## config.mk

```make
export PLATFORM = sky130hd
export DESIGN_NAME = starve_guard_arbiter
export DESIGN_NICKNAME = d
export VERILOG_FILES = /design/src/rtl/arb_pkg.sv /design/src/rtl/arb_prio_enc.sv /design/src/rtl/arb_starve_det.sv /design/src/rtl/starve_guard_arbiter.sv
export SDC_FILE = /design/constraint.sdc
export NUM_CORES = 1
export LEC_CHECK = 0
export BUFFER_PORTS_ARGS = -buffer_cell sky130_fd_sc_hd__clkbuf_2
export CAP_MARGIN = 20
export CORE_AREA = 2 2 39 41
export CTS_BUF_LIST = sky130_fd_sc_hd__clkbuf_8
export DETAILED_ROUTE_END_ITERATION = 8
export DIE_AREA = 0 0 41 43
export PLACE_DENSITY = 0.49
export SETUP_SLACK_MARGIN = 0.3
export SLEW_MARGIN = 20
export SYNTH_ARGS = -nofsm -noshare
export SYNTH_HDL_FRONTEND = slang
export SYNTH_SLANG_ARGS = --single-unit
```

## constraint.sdc

```tcl
create_clock -name clk_i -period 1.7 [get_ports clk_i]
set_input_delay 0.255 -clock clk_i [delete_from_list [all_inputs] [get_ports clk_i]]
set_output_delay 0.255 -clock clk_i [all_outputs]
set_load 0.005 [all_outputs]
```

## src/rtl/arb_pkg.sv

```systemverilog
package arb_pkg;
   // number of bits needed to code 0..n
   function automatic int grant_width(input int n);
      int w;
      w = 1;
      while ((1 << w) < (n + 1)) w++;
      return w;
   endfunction
endpackage

```

## src/rtl/arb_prio_enc.sv

```systemverilog
module arb_prio_enc #(
   parameter int NUM_REQ = 7,
   parameter int GNT_W   = arb_pkg::grant_width(NUM_REQ)
) (
   input  logic [NUM_REQ-1:0] req_i,
   output logic [GNT_W-1:0]   code_o
);
   // scan from the top down so the lowest index is written last and wins
   always_comb begin
      code_o = '0;
      for (int i = NUM_REQ - 1; i >= 0; i--) begin
         if (req_i[i]) code_o = GNT_W'(i + 1);
      end
   end
endmodule

```

## src/rtl/arb_starve_det.sv

```systemverilog
module arb_starve_det #(
   parameter int GUARD_TICKS = 2
) (
   input  logic clk_i,
   input  logic rst_ni,
   input  logic tick_i,
   input  logic watch_req_i,
   input  logic watch_won_i,
   output logic starve_o
);
   localparam int CNT_W = $clog2(GUARD_TICKS + 1);
   localparam logic [CNT_W-1:0] LIMIT = CNT_W'(GUARD_TICKS);

   logic [CNT_W-1:0] tick_cnt_q;
   logic             starve_q;

   always_ff @(posedge clk_i or negedge rst_ni) begin
      if (!rst_ni) begin
         tick_cnt_q <= '0;
         starve_q   <= 1'b0;
      end else if (!watch_req_i || watch_won_i) begin
         tick_cnt_q <= '0;
         starve_q   <= 1'b0;
      end else if (tick_i && !starve_q) begin
         tick_cnt_q <= tick_cnt_q + 1'b1;
         if (tick_cnt_q + 1'b1 >= LIMIT) starve_q <= 1'b1;
      end
   end

   assign starve_o = starve_q;

   AST_CNT_BOUND: assert property (@(posedge clk_i) disable iff (!rst_ni)
      tick_cnt_q <= LIMIT) else $error("tick count past limit");
endmodule

```

## src/rtl/starve_guard_arbiter.sv

```systemverilog
module starve_guard_arbiter #(
   parameter int NUM_REQ     = 7,
   parameter int GUARD_TICKS = 2,
   parameter bit GUARD_EN    = 1'b1,
   parameter int GNT_W       = arb_pkg::grant_width(NUM_REQ)
) (
   input  logic               clk_i,
   input  logic               rst_ni,
   input  logic               slow_tick_i,
   input  logic [NUM_REQ-1:0] req_i,
   output logic [GNT_W-1:0]   gnt_o
);
   localparam int LAST = NUM_REQ - 1;
   localparam logic [GNT_W-1:0] LAST_CODE = GNT_W'(NUM_REQ);

   if (NUM_REQ < 2)                        begin : g_chk_n   $error("NUM_REQ must be at least 2"); end
   if (GUARD_TICKS < 1)                    begin : g_chk_t   $error("GUARD_TICKS must be at least 1"); end
   if (GNT_W != arb_pkg::grant_width(NUM_REQ)) begin : g_chk_w $error("GNT_W must match NUM_REQ"); end

   logic [GNT_W-1:0] prio_code;
   logic [GNT_W-1:0] winner;
   logic             starve;
   logic [GNT_W-1:0] gnt_q;

   arb_prio_enc #(.NUM_REQ(NUM_REQ), .GNT_W(GNT_W)) u_enc (
      .req_i (req_i),
      .code_o(prio_code)
   );

   if (GUARD_EN) begin : g_guard
      arb_starve_det #(.GUARD_TICKS(GUARD_TICKS)) u_det (
         .clk_i      (clk_i),
         .rst_ni     (rst_ni),
         .tick_i     (slow_tick_i),
         .watch_req_i(req_i[LAST]),
         .watch_won_i(winner == LAST_CODE),
         .starve_o   (starve)
      );
   end else begin : g_plain
      assign starve = 1'b0;
   end

   // promotion overrides the chain only while the watched line still asks
   always_comb begin
      winner = prio_code;
      if (starve && req_i[LAST]) winner = LAST_CODE;
   end

   always_ff @(posedge clk_i or negedge rst_ni) begin
      if (!rst_ni) gnt_q <= '0;
      else         gnt_q <= winner;
   end

   assign gnt_o = gnt_q;

   AST_IDLE_ZERO: assert property (@(posedge clk_i) disable iff (!rst_ni)
      (req_i == '0) |=> (gnt_o == '0)) else $error("grant without request");
   AST_TOP_WINS: assert property (@(posedge clk_i) disable iff (!rst_ni)
      (req_i[0] && !starve) |=> (gnt_o == GNT_W'(1))) else $error("requester 1 lost");
   AST_PROMOTE: assert property (@(posedge clk_i) disable iff (!rst_ni)
      (starve && req_i[LAST]) |=> (gnt_o == LAST_CODE)) else $error("promotion missed");
   AST_CLEAR_ON_GRANT: assert property (@(posedge clk_i) disable iff (!rst_ni)
      (gnt_o == LAST_CODE) |-> !starve) else $error("flag kept after grant");
   AST_CLEAR_ON_DROP: assert property (@(posedge clk_i) disable iff (!rst_ni)
      !req_i[LAST] |=> !starve) else $error("flag kept after drop");
endmodule

```

==> impl_metrics.env <==
export IMPL_crit_chain="clkbuf_2 > or3_4 > o41ai_2 > nor2_1"
export IMPL_outcome="completed"
export IMPL_finalCritPeriodShare_pct=63.4
export IMPL_antenna_left=0
export IMPL_first_pass_iters=4
export IMPL_cpPeakStageDelay_ns=0.39
export IMPL_startpoint="req_i[2]"
export IMPL_areaGrowthSynthToFinish_pct=44.7
export IMPL_dpl_cell_area_um2=374
export IMPL_drtIter0Drc=3
export IMPL_fillCellCount=151
export IMPL_die_h_um=43
export IMPL_rsz0062_at_grt="no"
export IMPL_grt_antenna_before_repair=0
export IMPL_synth_area_leaders="dfrtp_1 51%, nor2_1 6.4%, xor2_1 6.0%"
export IMPL_drive_gt1_share_pct=37.8
export IMPL_worstMarginPinSlew_ns=0.370
export IMPL_hp_start="req_i[0]"
export IMPL_ctsRootBufferMaster="clkbuf_8"
export IMPL_numPortBuffers=12
export IMPL_synth_top_family_by_area="compound AO/OA/AOI/OAI gates"
export IMPL_synth_edf_count=0
export IMPL_synth_compound_area_share_pct=19.1
export IMPL_worstPathMaxFanout=3
export IMPL_seqCellArea_um2=150
export IMPL_core_area_mm2=0.00138
export IMPL_worst_setup_path_start_kind="input port"
export IMPL_drv_slew=0
export IMPL_worstSetupPathType="input port to register"
export IMPL_clock_sinks=6
export IMPL_fin_nets=57
export IMPL_grt_pass1_wl_um=917
export IMPL_netlist_area_um2=294
export IMPL_period_needed_ns=1.08
export IMPL_stdcell_area_um2=425
export IMPL_viasPerCell=4.46
export IMPL_synth_top_cells_by_count="6 x dfrtp_1, 5 x nor2_1, 3 x nand2_1"
export IMPL_io_pins=13
export IMPL_setup_ws_ns=0.622
export IMPL_r2r_start="g_guard.u_det.starve_o"
export IMPL_drc=0
export IMPL_grt_start_max_net_pins=7
export IMPL_min_path_type="input port to register"
export IMPL_routabilityCongestion=0.635
export IMPL_antennaDiodeCount=0
export IMPL_cts_resized=0
export IMPL_netlist_instances=29
export IMPL_syn_area_per_cell_um2=10.1
export IMPL_cts_clk_slew_worst_paths_ns=0.03
export IMPL_overflow=0
export IMPL_htreeDepth=1
export IMPL_fin_tns_setup_ns=0
export IMPL_yosysMostFrequentCell="dfrtp_1"
export IMPL_multiInputGateArea_um2=136
export IMPL_finalWirelength_um=584
export IMPL_dp_slack_ns=0.374
export IMPL_start_util_pct=21.2
export IMPL_yosysUniqueCellTypes=15
export IMPL_grtUsageTotal_pct=8.79
export IMPL_yosys_area_share_simple_pct=18.3
export IMPL_arrival_ns=1.16
export IMPL_clockBufferDepth=2
export IMPL_yosys_area_share_xor_xnor_pct=8.94
export IMPL_die_w_um=41
export IMPL_powerDensity_mw_per_mm2=1010
export IMPL_finalHoldViolCount=0
export IMPL_cts_tree="yes"
export IMPL_synthesis_nets=39
export IMPL_ys_async_sr_fraction_pct=100
export IMPL_leakage_nw=0.209
export IMPL_wl_per_cell_um=9.57
export IMPL_synth_yosys_warnings=0
export IMPL_fmax_ghz=0.928
export IMPL_synth_flop_cell="dfrtp_1"
export IMPL_cap_viol_max_count=0
export IMPL_synth_area_mux_share_pct=0
export IMPL_grt_pass1_vias=242
export IMPL_yosys_area_top_type="dfrtp_1"
export IMPL_via_count=272
export IMPL_ir_worst_vdd_mv=0.525
export IMPL_yosysSeqAreaShare_pct=51.1
export IMPL_slew_headroom_pct=75.1
export IMPL_critPathRequiredTime_ns=1.79
export IMPL_cts_buffers=3
export IMPL_design_power_total_mw=0.429
export IMPL_finClkSkew_ns=0.00188
export IMPL_finish_utilization_pct=30.7
export IMPL_dieArea_mm2=0.00176
export IMPL_setup_viol=0
export IMPL_yosys_area_top_type_share_pct=51.1
export IMPL_clock_latency_ns=0.22
export IMPL_critPathCaptureType="register"
export IMPL_synth_ff_latch_count=6
export IMPL_crit_slowest_cell="or3_4"
export IMPL_rows=14
export IMPL_synth_fa_ha_area_share_pct=0
## critical path: cells and delay by family
kind            cells  cell delay [ns]
compound gates      1             0.32
buf+inv             1             0.10
simple gates        2             0.48
## cell type report
class,count,area share (%)
Clock buffer,3,9.71
Inverter,2,1.76
Multi-Input combinational cell,21,32.1
Sequential cell,6,35.3
Tap cell,16,4.71
Timing Repair Buffer,13,16.5
## logic make-up (layout without fill, tap and decap cells)
logic type	after synthesis	in the layout
buffers and inverters	2	18
AOI/OAI and AO/OA	7	7
xor gates and xnor gates	3	3
DFF	6	6
and+or+nand+nor	11	11
## per-stage QoR
| step | hold WS (ns) | std cells |
|---|---|---|
| 6_report | 0.273 | 61 |
| 3_3_place_gp | 0.0897 | 57 |
| 2_1_floorplan | -0.0406 | 29 |
| 3_5_place_dp | 0.0894 | 57 |
| 5_1_grt | 0.292 | 61 |
| 4_1_cts | 0.276 | 61 |
## per-layer routing
layer / GRT usage [%] / vias up / wire [um]
met2: 10.0 / 14 / 248
met3: 7.85 / 0 / 86
met4: 8.00 / 0 / 0
li1: - / 134 / -
met1: 9.18 / 124 / 249
met5: 0 / - / 0
## what timing repair did
| action | CTS | global route |
|---|---|---|
| hold endpoints to repair | 6 | 0 |
| hold buffers | 1 | 0 |
| endpoints found under the setup margin | 0 | 0 |
| buffers inserted | 0 | 0 |
## sequential cells by signal (all words and copies together) (netlist names)
name                      flops
g_guard.u_det.starve_o        1
g_guard.u_det.tick_cnt_q      2
gnt_o                         3
## cells in the final DEF, fill, tap and decap left out, types with 2 or more instances in the layout
cell type  netlist  layout
inv_1            2       2
nand2_1          3       3
a21oi_1          2       2
nor2_1           5       5
dfrtp_1          6       6
xor2_1           2       2
clkbuf_2         0      12
clkbuf_8         0       3
## path summary, 6_finish.rpt
path | end | slack (ns) | cells after the start
worst max register to register | gnt_o[0] | 0.82 | 2
worst min-delay path | gnt_o[1] | 0.27 | 2
worst min register to register | gnt_o[1] | 0.53 | 2
min in group asynchronous | gnt_o[0] | 0.39 | 2
worst max-delay path | g_guard.u_det.tick_cnt_q[0] | 0.62 | 4
max in group asynchronous | g_guard.u_det.starve_o | 1.15 | 2
## power by group
part | switching [mW] | internal, mW
Clock | 0.0559 | 0.152
Sequential | 0.00722 | 0.156
Combinational | 0.0289 | 0.0295
Total | 0.0920 | 0.337
Power figures use the tool's default switching activity.
